**src/rtl/dma_m2p_pkg.sv**
```systemverilog
package dma_m2p_pkg;

    // transfer engine phases
    typedef enum logic [1:0] {
        PH_IDLE  = 2'd0,
        PH_READ  = 2'd1,
        PH_WRITE = 2'd2
    } phase_e;

    localparam int SEL_W = 3;

    // register selects
    localparam logic [SEL_W-1:0] SEL_CTRL  = 3'd0;
    localparam logic [SEL_W-1:0] SEL_DEST  = 3'd1;
    localparam logic [SEL_W-1:0] SEL_MEM   = 3'd2;
    localparam logic [SEL_W-1:0] SEL_COUNT = 3'd3;
    localparam logic [SEL_W-1:0] SEL_STAT  = 3'd4;

    // control bit positions
    localparam int CTRL_EN       = 0;
    localparam int CTRL_HALF_IE  = 1;
    localparam int CTRL_DONE_IE  = 2;
    localparam int CTRL_PRIO_LSB = 4;

    // status bit positions
    localparam int STAT_HALF = 0;
    localparam int STAT_DONE = 1;

endpackage

```
**src/rtl/dma_m2p_regs.sv**
```systemverilog
module dma_m2p_regs
    import dma_m2p_pkg::*;
#(
    parameter int AW    = 32,
    parameter int CW    = 16,
    parameter int PW    = 2,
    parameter int REG_W = 32
) (
    input  logic             clk,
    input  logic             rst_n,
    input  logic             reg_wr,
    input  logic [SEL_W-1:0] reg_sel,
    input  logic [REG_W-1:0] reg_wdata,
    output logic [REG_W-1:0] reg_rdata,
    input  logic             step,
    input  logic             busy,
    output logic             chan_en,
    output logic [AW-1:0]    dest_addr,
    output logic [AW-1:0]    mem_addr,
    output logic             cnt_nz,
    output logic             irq
);

    localparam logic [CW-1:0] CNT_ONE  = {{(CW-1){1'b0}}, 1'b1};
    localparam logic [AW-1:0] ADDR_ONE = {{(AW-1){1'b0}}, 1'b1};

    typedef struct packed {
        logic          en;
        logic          half_ie;
        logic          done_ie;
        logic [PW-1:0] prio;
        logic [AW-1:0] dest;
        logic [AW-1:0] mem;
        logic [CW-1:0] cnt;
        logic [CW-1:0] half_mark;
        logic          half_flag;
        logic          done_flag;
    } regs_t;

    regs_t         regs_d, regs_q;
    logic          cfg_open;
    logic [CW-1:0] cnt_less;
    logic          unused_wdata;

    assign unused_wdata = ^reg_wdata;
    assign cnt_less     = regs_q.cnt - CNT_ONE;

    always_comb begin
        regs_d   = regs_q;
        cfg_open = !regs_q.en && !busy;

        if (reg_wr) begin
            case (reg_sel)
                SEL_CTRL: begin
                    regs_d.en = reg_wdata[CTRL_EN];
                    if (cfg_open) begin
                        regs_d.half_ie = reg_wdata[CTRL_HALF_IE];
                        regs_d.done_ie = reg_wdata[CTRL_DONE_IE];
                        regs_d.prio    = reg_wdata[CTRL_PRIO_LSB +: PW];
                    end
                end
                SEL_DEST: if (cfg_open) regs_d.dest = reg_wdata[AW-1:0];
                SEL_MEM:  if (cfg_open) regs_d.mem  = reg_wdata[AW-1:0];
                SEL_COUNT: begin
                    if (cfg_open) begin
                        regs_d.cnt       = reg_wdata[CW-1:0];
                        regs_d.half_mark = reg_wdata[CW-1:0] >> 1;
                    end
                end
                SEL_STAT: begin
                    if (reg_wdata[STAT_HALF]) regs_d.half_flag = 1'b0;
                    if (reg_wdata[STAT_DONE]) regs_d.done_flag = 1'b0;
                end
                default: ;
            endcase
        end

        // a finished byte: flags set after the clear so that setting wins
        if (step && (regs_q.cnt != '0)) begin
            regs_d.cnt = cnt_less;
            regs_d.mem = regs_q.mem + ADDR_ONE;
            if (cnt_less == regs_q.half_mark) regs_d.half_flag = 1'b1;
            if (cnt_less == '0)               regs_d.done_flag = 1'b1;
        end
    end

    always_ff @(posedge clk or negedge rst_n) begin
        if (!rst_n) regs_q <= '0;
        else        regs_q <= regs_d;
    end

    always_comb begin
        reg_rdata = '0;
        case (reg_sel)
            SEL_CTRL: begin
                reg_rdata[CTRL_EN]               = regs_q.en;
                reg_rdata[CTRL_HALF_IE]          = regs_q.half_ie;
                reg_rdata[CTRL_DONE_IE]          = regs_q.done_ie;
                reg_rdata[CTRL_PRIO_LSB +: PW]   = regs_q.prio;
            end
            SEL_DEST:  reg_rdata[AW-1:0] = regs_q.dest;
            SEL_MEM:   reg_rdata[AW-1:0] = regs_q.mem;
            SEL_COUNT: reg_rdata[CW-1:0] = regs_q.cnt;
            SEL_STAT: begin
                reg_rdata[STAT_HALF] = regs_q.half_flag;
                reg_rdata[STAT_DONE] = regs_q.done_flag;
            end
            default: ;
        endcase
    end

    assign chan_en   = regs_q.en;
    assign dest_addr = regs_q.dest;
    assign mem_addr  = regs_q.mem;
    assign cnt_nz    = (regs_q.cnt != '0);
    assign irq       = (regs_q.half_flag && regs_q.half_ie) ||
                       (regs_q.done_flag && regs_q.done_ie);


    cnt_step_chk: assert property (@(posedge clk) disable iff (!rst_n)
        step |=> (regs_q.cnt == $past(regs_q.cnt) - CNT_ONE));


    no_step_when_empty_chk: assert property (@(posedge clk) disable iff (!rst_n)
        step |-> (regs_q.cnt != '0));


    done_sticky_chk: assert property (@(posedge clk) disable iff (!rst_n)
        (regs_q.done_flag && !(reg_wr && reg_sel == SEL_STAT && reg_wdata[STAT_DONE]))
        |=> regs_q.done_flag);


    dest_frozen_chk: assert property (@(posedge clk) disable iff (!rst_n)
        regs_q.en |=> $stable(regs_q.dest));

endmodule

```
**src/rtl/dma_m2p_engine.sv**
```systemverilog
module dma_m2p_engine
    import dma_m2p_pkg::*;
#(
    parameter int AW = 32,
    parameter int DW = 8
) (
    input  logic          clk,
    input  logic          rst_n,
    input  logic          chan_en,
    input  logic          cnt_nz,
    input  logic          periph_req,
    input  logic [AW-1:0] dest_addr,
    input  logic [AW-1:0] mem_addr,
    input  logic          mst_ready,
    input  logic [DW-1:0] mst_rdata,
    output logic          mst_valid,
    output logic          mst_we,
    output logic [AW-1:0] mst_addr,
    output logic [DW-1:0] mst_wdata,
    output logic          periph_ack,
    output logic          step,
    output logic          busy
);

    typedef struct packed {
        phase_e        ph;
        logic [DW-1:0] held;
    } eng_t;

    eng_t eng_d, eng_q;

    always_comb begin
        eng_d      = eng_q;
        mst_valid  = 1'b0;
        mst_we     = 1'b0;
        mst_addr   = '0;
        mst_wdata  = '0;
        periph_ack = 1'b0;
        step       = 1'b0;

        unique case (eng_q.ph)
            PH_IDLE: begin
                if (chan_en && cnt_nz && periph_req) eng_d.ph = PH_READ;
            end
            PH_READ: begin
                mst_valid = 1'b1;
                mst_addr  = mem_addr;
                if (mst_ready) begin
                    eng_d.held = mst_rdata;
                    eng_d.ph   = PH_WRITE;
                end
            end
            PH_WRITE: begin
                mst_valid = 1'b1;
                mst_we    = 1'b1;
                mst_addr  = dest_addr;
                mst_wdata = eng_q.held;
                if (mst_ready) begin
                    periph_ack = 1'b1;
                    step       = 1'b1;
                    eng_d.ph   = PH_IDLE;
                end
            end
            default: eng_d.ph = PH_IDLE;
        endcase
    end

    assign busy = (eng_q.ph != PH_IDLE);

    always_ff @(posedge clk or negedge rst_n) begin
        if (!rst_n) eng_q <= '{ph: PH_IDLE, held: '0};
        else        eng_q <= eng_d;
    end


    hold_until_ready_chk: assert property (@(posedge clk) disable iff (!rst_n)
        (mst_valid && !mst_ready) |=>
        (mst_valid && $stable(mst_we) && $stable(mst_addr) && $stable(mst_wdata)));


    ack_with_write_chk: assert property (@(posedge clk) disable iff (!rst_n)
        periph_ack |-> (mst_valid && mst_we && mst_ready));


    read_before_write_chk: assert property (@(posedge clk) disable iff (!rst_n)
        $rose(mst_we) |-> $past(mst_valid && !mst_we && mst_ready));

endmodule

```
**src/rtl/dma_chan_m2p.sv**
```systemverilog
module dma_chan_m2p
    import dma_m2p_pkg::*;
#(
    parameter int ADDR_W = 32,
    parameter int CNT_W  = 16,
    parameter int DATA_W = 8,
    parameter int PRIO_W = 2,
    parameter int REG_W  = 32
) (
    input  logic              clk,
    input  logic              rst_n,
    input  logic              reg_wr,
    input  logic [SEL_W-1:0]  reg_sel,
    input  logic [REG_W-1:0]  reg_wdata,
    output logic [REG_W-1:0]  reg_rdata,
    input  logic              periph_req,
    output logic              periph_ack,
    output logic              mst_valid,
    output logic              mst_we,
    output logic [ADDR_W-1:0] mst_addr,
    output logic [DATA_W-1:0] mst_wdata,
    input  logic [DATA_W-1:0] mst_rdata,
    input  logic              mst_ready,
    output logic              irq
);

    logic              chan_en;
    logic              cnt_nz;
    logic              step;
    logic              busy;
    logic [ADDR_W-1:0] dest_addr;
    logic [ADDR_W-1:0] mem_addr;

    dma_m2p_regs #(
        .AW    (ADDR_W),
        .CW    (CNT_W),
        .PW    (PRIO_W),
        .REG_W (REG_W)
    ) u_regs (
        .clk       (clk),
        .rst_n     (rst_n),
        .reg_wr    (reg_wr),
        .reg_sel   (reg_sel),
        .reg_wdata (reg_wdata),
        .reg_rdata (reg_rdata),
        .step      (step),
        .busy      (busy),
        .chan_en   (chan_en),
        .dest_addr (dest_addr),
        .mem_addr  (mem_addr),
        .cnt_nz    (cnt_nz),
        .irq       (irq)
    );

    dma_m2p_engine #(
        .AW (ADDR_W),
        .DW (DATA_W)
    ) u_engine (
        .clk        (clk),
        .rst_n      (rst_n),
        .chan_en    (chan_en),
        .cnt_nz     (cnt_nz),
        .periph_req (periph_req),
        .dest_addr  (dest_addr),
        .mem_addr   (mem_addr),
        .mst_ready  (mst_ready),
        .mst_rdata  (mst_rdata),
        .mst_valid  (mst_valid),
        .mst_we     (mst_we),
        .mst_addr   (mst_addr),
        .mst_wdata  (mst_wdata),
        .periph_ack (periph_ack),
        .step       (step),
        .busy       (busy)
    );


    irq_has_cause_chk: assert property (@(posedge clk) disable iff (!rst_n)
        $rose(irq) |-> $past(step || reg_wr));

endmodule

```
**config.mk**
```make
export PLATFORM = sky130hd
export DESIGN_NAME = dma_chan_m2p
export DESIGN_NICKNAME = d
export VERILOG_FILES = /design/src/rtl/dma_m2p_pkg.sv /design/src/rtl/dma_m2p_regs.sv /design/src/rtl/dma_m2p_engine.sv /design/src/rtl/dma_chan_m2p.sv
export SDC_FILE = /design/constraint.sdc
export NUM_CORES = 1
export LEC_CHECK = 0
export BUFFER_PORTS_ARGS = -buffer_cell sky130_fd_sc_hd__buf_4
export CAP_MARGIN = 5
export CELL_PAD_IN_SITES_DETAIL_PLACEMENT = 0
export CELL_PAD_IN_SITES_GLOBAL_PLACEMENT = 1
export CORE_ASPECT_RATIO = 0.7
export CORE_MARGIN = 2
export CORE_UTILIZATION = 41
export DETAILED_ROUTE_END_ITERATION = 8
export GPL_TIMING_DRIVEN = 0
export PLACE_DENSITY = 0.79
export SYNTH_ARGS = -nofsm -noshare
export SYNTH_HDL_FRONTEND = slang
export SYNTH_SLANG_ARGS = --single-unit
```
**constraint.sdc**
```tcl
create_clock -name clk -period 6.2 [get_ports clk]
set_input_delay 0.62 -clock clk [delete_from_list [all_inputs] [get_ports clk]]
set_output_delay 0.62 -clock clk [all_outputs]
set_load 0.01 [all_outputs]
```
After elaboration in Yosys (flattened, before gate mapping)
Index checks and enable logic that the tools add are counted.
Widths: inputs -> output; s select.
- register bits: 112
- output and inout port bits: 76
- word-level logic and storage cells: 79
- $add $sub $neg: 2
- equality and inequality tests: 10
- mux-type cells: 28
- reduce and logical (&&, ||, !) cells: 27
- operator list (operator ; number):
    $mux 32 ; 4
    $mux 66 ; 1
    $pmux 32 s2 ; 1
    $mux 48 ; 1
    $add 32x1->32 const B ; 1
    $pmux 16 s2 ; 1
    $pmux 10 s3 ; 1
    $reduce_and 3->1 ; 6
    $eq 16x15->1 ; 1
    $logic_not 16->1 ; 1
    $reduce_bool 16->1 ; 1
    $sub 16x1->16 const B ; 1
    $mux 10 ; 1
    $pmux 2 s5 ; 1
    $reduce_bool 2->1 ; 5
    $mux 1 ; 8
    $mux 2 ; 4
    $mux 8 ; 1
    $pmux 2 s4 ; 1
    $eq 3x2->1 const B ; 2
    $logic_and 1x1->1 ; 6
    $pmux 2 s3 ; 1
    $ne 2x2->1 const B ; 2
    $pmux 1 s4 ; 1
    12 further kinds ; 14

Depth between registers and ports, before layout
Gate-level depths: netlist of the first run.
- word-level depth: 8
- gate-level depth with buffers: 11
- mapped depth without buffers: 8

Hierarchy
Synthesis of the first run repeated with hierarchy kept, for this count alone.
- cell total of the unflattened synthesis: 870
- area total of the unflattened synthesis: 7766.2 um^2
- by module, submodules not included (module ; times used ; cells an instance ; area each (um^2) ; seq. area each (um^2)):
    dma_m2p_regs ; 1 ; 749 ; 6717.7 ; 2552.4
    dma_m2p_engine ; 1 ; 121 ; 1048.5 ; 250.2

Worst setup path after synthesis of the first run
OpenSTA, ideal clock, no wires.
- kind: input-to-output
- start: input reg_sel[0]
- end: output reg_rdata[10]
- data arrival time: 1.906 ns
- data required time: 5.580 ns
- slack: 3.674 ns
- stages: 5
- cell sequence: clkbuf_1 -> clkbuf_1 -> mux2_2 -> a22oi_1 -> nor2_1
- longest elaborated chain between the ends: 2
- elaborated cells between the ends (all ways): 4
- ends and longest elaborated chain (what ; RTL line ; source):
    from (decl) ; dma_chan_m2p.sv:13 ; input logic [SEL_W-1:0] reg_sel,
    $eq 3x2->1 / $eq 3x1->1 (equally long branches) ; dma_m2p_regs.sv:94 ; case (reg_sel)
    $pmux 10 s3 * ; dma_m2p_regs.sv:94 ;
    to (decl) ; dma_chan_m2p.sv:15 ; output logic [REG_W-1:0] reg_rdata,
Mark *: on every way between the ends. The rest lies on a longest branch, timed or not.

Final worst setup path of the first run
- start: input reg_sel[0]
- end: output reg_rdata[12]
Same word-level chain as after synthesis.

==> run metrics, run 1 <==
Buffers on Ports=122; hpwl dp=18700 um; Overflow after GRT=0; fin crit period=3380 ps; Chip Height=114 um; HP Class=in -> async; RR Startpoint=u_regs.regs_q[18]; via count=between 6000 and 7000; Achievable Freq=296 MHz; CTS tree=done; Seq/Total Area, Yosys=0.392; status=finished, final reports clean; design area=8660 sq um; clk slew on worst S/H paths=90 ps; Clock Tree Buf Depth=2; final WL=25700 um; CTS Buf Count=9; largest family of logic cells by synthesized area=simple AND/OR/NAND/NOR gates; Slew Limit Fails=0; layout cells sized above 1=0.271; Seq cells post-synth=112; Rows=40; leakage power=3.76 nW; # IOs=124; htree depth=3; first-pass GRT wire length=between 30000 and 40000 um; critical path type=in -> out; part of the power in combinational logic=0.497; final hold vios=0; crit path DAT=2760 ps; multiplexer area fraction after synthesis=0.104; router iterations before antenna repair=5; Netlist Area Pre-Place=7140 sq um; Setup Skew=approximately 15 ps; reg2reg setup slack=~3200 ps; Iteration-0 DRC Markers=680; syn_nets=828; yosys warns=0; area added between synthesis and finish=21.2%; Die ar.=18500 sq um; pwr/cell area=456 nW/um^2; Fill cells=1673; worst path required time=5580 ps; worst setup path startpoint=reg_sel[0]; compound-cell area share of the yosys netlist=0.194; sw frac=0.436; placed cells=1127; # hold bufs at CTS=0; All-Layer GR Usage=0.280; Netlist cell types=65; vias in the first global route=6232; post-CTS setup buffers=0; Setup-failing EPs final=0; cells after synthesis=773; Clock power frac=0.148; GPL Wtd Cong=0.916; core area=17100 sq um; initial antenna violation count=0; antenna-violating nets left=0; most common flop cell mapped by yosys=dfrtp_1; Setup crit start kind=input pin; post-place setup slack=2880 ps; xor/xnor cell area share of the yosys netlist=0.0385; Seq pwr share=0.356; internal power=~0.0022 W; Async SR Flop Fraction=1.00; Initial Util=0.417; VDD IR max=approximately 0.20 mV; Slew HR=0.409; Worst Slack Setup Final=2820 ps; setup_tns=0 ps; Slew @ Worst Pin=~880 ps; number of synthesized flops with an enable pin=0; Clock Latency Late Sink=360 ps; fin cells=approximately 1100; final worst-path cycle share=0.545; clk sink count=112; Worst R2R Path Depth=9; P_sw=0.00172 W; DRC viols=0; Critical Path Fanout Max=10; RR Endpoint=u_regs.regs_q[1]; max_cap viols=0; CTS root buffer=clkbuf_16; # diodes=0; DR WL/cell=around 22 um; Post-Place Cell Area=about 8400 sq um; Synth Area per Inst=9.24 sq um; final core occ=0.506; die width=162 um; adder-cell share of the synthesized area=0.0123; Via density=6.00; Final Net Count=962; Worst setup endpoint=reg_rdata[12]; cts repair resizes=0; largest net degree at the start of global routing=between 90 and 100; Worst setup EP type=output port; RSZ-0062 raised after global routing=no; Post-Synth Simple-Gate Area=0.210
[area by class of cell]
cell class              instances  area, sq um  area share
plain buffers                  59          283      0.0327
clock buffers                  10          229      0.0264
clock inverters                 6         50.0     0.00578
inverters                      18         67.6     0.00780
multi-input cells             584         3990       0.461
flip-flops and latches        112         2800       0.324
well taps                     231          289      0.0334
repair buffers                123          947       0.109
[per-layer routing]
| metal | vias up | track usage | wire length, um |
|---|---|---|---|
| li1 | 3074 | - | - |
| met1 | 3397 | 0.458 | 12800 |
| met2 | 366 | 0.380 | 10300 |
| met3 | 21 | 0.0561 | 2410 |
| met4 | 0 | 0.0448 | 244 |
| met5 | - | 0 | 0 |
[sequential cells by signal, indices dropped and copies added (netlist names)]
name and flops:
u_regs.dest_addr 32, u_regs.chan_en 1, u_regs.mem_addr 32, u_engine.eng_q 10, u_regs.regs_q 37
[power by group through the flow]
stage / Sequential (W) / Combinational, W / Clock (W)
final: 0.00141 / 0.00196 / 0.000584
after global routing: 0.00145 / 0.00213 / 0.000619
after CTS: 0.00139 / 0.00195 / 0.000585
after detailed placement: 0.00140 / 0.00194 / 0
after global placement: 0.00139 / 0.00192 / 0
after floorplan: 0.00129 / 0.00129 / 0
[worst min path at each step]
| stage | start | end | slack (ps) | cells past startpoint |
|---|---|---|---|---|
| final | rst_n | u_regs.regs_q[9] | 100 | 1 |
| after global routing | rst_n | u_regs.regs_q[25] | 100 | 1 |
| after CTS | rst_n | u_regs.regs_q[14] | 100 | 1 |
| after detailed placement | rst_n | u_regs.regs_q[4] | 480 | 1 |
| after global placement | u_regs.regs_q[2] | u_regs.regs_q[2] | 480 | 2 |
| after floorplan | rst_n | u_engine.eng_q[0] | 320 | 0 |
[per-stage QoR]
step	total power, W	hold WS, ps
floorplan	0.00258	324
global placement	0.00331	479
detailed placement	0.00334	484
CTS	0.00392	101
global route	0.00420	99.6
finish	0.00395	98.8
[cell usage in the layout (no fill, tap or decap), types with 29 or more instances in the layout]
master	count
a22oi_1	43
dfrtp_1	112
mux2_2	56
buf_4	126
nor2_1	47
nor2b_1	38
clkbuf_1	34
nand3_1	29
o21ai_0	37
a21oi_1	46
nand2_1	85
[critical path, stage by stage]
cell	delay [ps]
buf_4	120
clkbuf_1	560
clkbuf_1	610
mux2_2	410
a22oi_1	170
nor2_1	80
buf_4	170
[cell families (layout without fill, tap and decap cells)]
kind of cell,count (synthesis),after routing
simple gates,282,282
compound gates,204,204
flops,112,112
buf+inv,77,216
mux,62,62
xor+xnor,29,29
fa+ha+maj,7,7
[Yosys cell counts (5+ instances only)]
| library cell | number | share of area |
|---|---|---|
| a211oi_1 | 5 | 0.0053 |
| a21oi_1 | 46 | 0.032 |
| a22o_1 | 17 | 0.021 |
| a22oi_1 | 43 | 0.045 |
| a31oi_1 | 8 | 0.0070 |
| and2_1 | 11 | 0.0096 |
| and3_1 | 15 | 0.013 |
| buf_2 | 14 | 0.0098 |
| buf_4 | 5 | 0.0053 |
| clkbuf_1 | 33 | 0.017 |
| dfrtp_1 | 112 | 0.39 |
| ha_1 | 7 | 0.012 |
| inv_1 | 18 | 0.0095 |
| mux2_2 | 56 | 0.088 |
| nand2_1 | 85 | 0.045 |
| nand3_1 | 29 | 0.020 |
| nand4_1 | 14 | 0.012 |
| nor2_1 | 47 | 0.025 |
| nor2b_1 | 38 | 0.033 |
| nor3_1 | 9 | 0.0063 |
| o21a_1 | 5 | 0.0053 |
| o21ai_0 | 37 | 0.026 |
| o221a_2 | 6 | 0.0095 |
| o22ai_1 | 11 | 0.0096 |
| xnor2_1 | 17 | 0.021 |
| xor2_1 | 10 | 0.012 |
(Power assumes the default switching activity.)
==> run 2, diff against run 1 <==
==> constraint.sdc (replaced) <==
create_clock -name clk -period 3.5 [get_ports clk]
set_input_delay 0.35 -clock clk [delete_from_list [all_inputs] [get_ports clk]]
set_output_delay 0.35 -clock clk [all_outputs]
set_load 0.01 [all_outputs]
==> run metrics, run 2 (synthesized netlist as in run 1, its figures left out) <==
status=finished, final reports clean; RR Endpoint=u_regs.regs_q[1]; Clock Tree Buf Depth=2; CTS root buffer=clkbuf_16; initial antenna violation count=0; Setup Skew=14.4 ps; Rows=40; Slew @ Worst Pin=844 ps; layout cells sized above 1=0.271; most frequent cells in the layout=126 x buf_4, 112 x dfrtp_1, 85 x nand2_1; worst path required time=3150 ps; Via density=5.96; crit path DAT=2600 ps; Overflow after GRT=0; All-Layer GR Usage=0.281; Worst setup endpoint=mst_addr[7]; Largest register FFs=37; Initial Util=0.417; Setup crit start kind=flop; clk slew on worst S/H paths=80 ps; Critical Path Fanout Max=10; final WL=25700 um; Slew Limit Fails=0; HP Class=in -> reg; leakage power=roughly 3.8 nW; Iteration-0 DRC Markers=between 700 and 800; most common cell after layout, fill and taps aside=buf_4; fin cells=1145; setup_tns=0 ps; Clock power frac=0.147; clk sink count=112; area added between synthesis and finish=21.4%; post-CTS setup buffers=0; Setup-failing EPs final=0; # IOs=~120; Seq pwr share=0.355; fin crit period=2950 ps; CTS Buf Count=9; Slew HR=0.435; P_sw=0.00305 W; router iterations before antenna repair=5; vias in the first global route=around 6200; final worst-path cycle share=0.842; hpwl dp=about 19000 um; part of the power in combinational logic=0.498; max_cap viols=0; RSZ-0062 raised after global routing=no; Buffers on Ports=122; htree depth=3; Clock Latency Late Sink=roughly 360 ps; die width=~160 um; VDD IR max=0.354 mV; final hold vios=0; worst setup path startpoint=u_engine.eng_q[9]; antenna-violating nets left=0; first-pass GRT wire length=39200 um; reg2reg setup slack=560 ps; Worst setup EP type=output port; Final Net Count=963; largest net degree at the start of global routing=93; Achievable Freq=339 MHz; core area=17100 sq um; placed cells=1127; CTS tree=done; hold slack=about 220 ps; pwr/cell area=between 800 and 900 nW/um^2; Largest Register=u_regs.regs_q; Chip Height=114 um; cts repair resizes=0; via count=6819; DRC viols=0; # hold bufs at CTS=1; DR WL/cell=roughly 22 um; internal power=around 0.0040 W; Worst R2R Path Depth=9; RR Startpoint=u_regs.regs_q[18]; GPL Wtd Cong=0.916; critical path type=reg -> out; Die ar.=18500 sq um; sw frac=0.436
==> run 2: changes by cell type in the layout (fill, tap and decap cells not counted) <==
cell,before,now
dlygate4sd3_1,0,1
diode_2,0,1
==> run 2: cell type report <==
type | instances | area, sq um
multi-input cells | 584 | 3990
flip-flops and latches | 112 | 2800
diodes | 1 | 2.50
well taps | 231 | 289
plain buffers | 59 | 283
fillers | 1673 | 8440
clock inverters | 6 | 50.0
inverters | 18 | 67.6
repair buffers | 124 | 957
clock buffers | 10 | 229
==> run 2: per-layer routing <==
layer  up-vias  share of wire  track usage
met2       343           0.40        0.380
met5         -              0            0
met3        16          0.091       0.0561
met4         0         0.0069       0.0460
met1      3367           0.50        0.458
li1       3093              -            -
==> run 2: power groups by stage <==
| stage | Combinational [W] | Clock [W] | Sequential [W] |
|---|---|---|---|
| after floorplan | 0.00228 | 0 | 0.00229 |
| after global placement | 0.00340 | 0 | 0.00246 |
| after detailed placement | 0.00344 | 0 | 0.00248 |
| after CTS | 0.00346 | 0.00104 | 0.00246 |
| after global routing | 0.00378 | 0.00110 | 0.00258 |
| final | 0.00349 | 0.00103 | 0.00249 |
==> run 2: stage by stage <==
stage / setup slack, ps / area [sq um] / total power (W) / utilization
3_3_place_gp: 585 / 8350 / 0.00587 / 0.488
4_1_cts: 574 / 8670 / 0.00695 / 0.507
5_1_grt: 430 / 8670 / 0.00745 / 0.507
6_report: 554 / 8670 / 0.00701 / 0.507
2_1_floorplan: 1070 / 7140 / 0.00457 / -
3_5_place_dp: 600 / 8380 / 0.00592 / 0.490
==> run 2: worst min path at each step <==
stage	depth (start not counted)	from	slack, ps	to
5_1_grt	2	mst_rdata[3]	210	u_engine.eng_q[3]
3_3_place_gp	2	u_regs.regs_q[2]	480	u_regs.regs_q[2]
6_report	3	reg_wdata[6]	220	u_regs.regs_q[7]
2_1_floorplan	0	rst_n	50	u_engine.eng_q[0]
4_1_cts	2	mst_rdata[3]	220	u_engine.eng_q[3]
3_5_place_dp	1	rst_n	210	u_regs.regs_q[4]
==> run 2: critical path: stages, from the launching register on <==
cell	delay, ps
dfrtp_1	400
inv_1	90
ha_1	140
clkbuf_1	390
clkbuf_1	650
a22oi_1	220
nor2b_1	200
buf_4	140
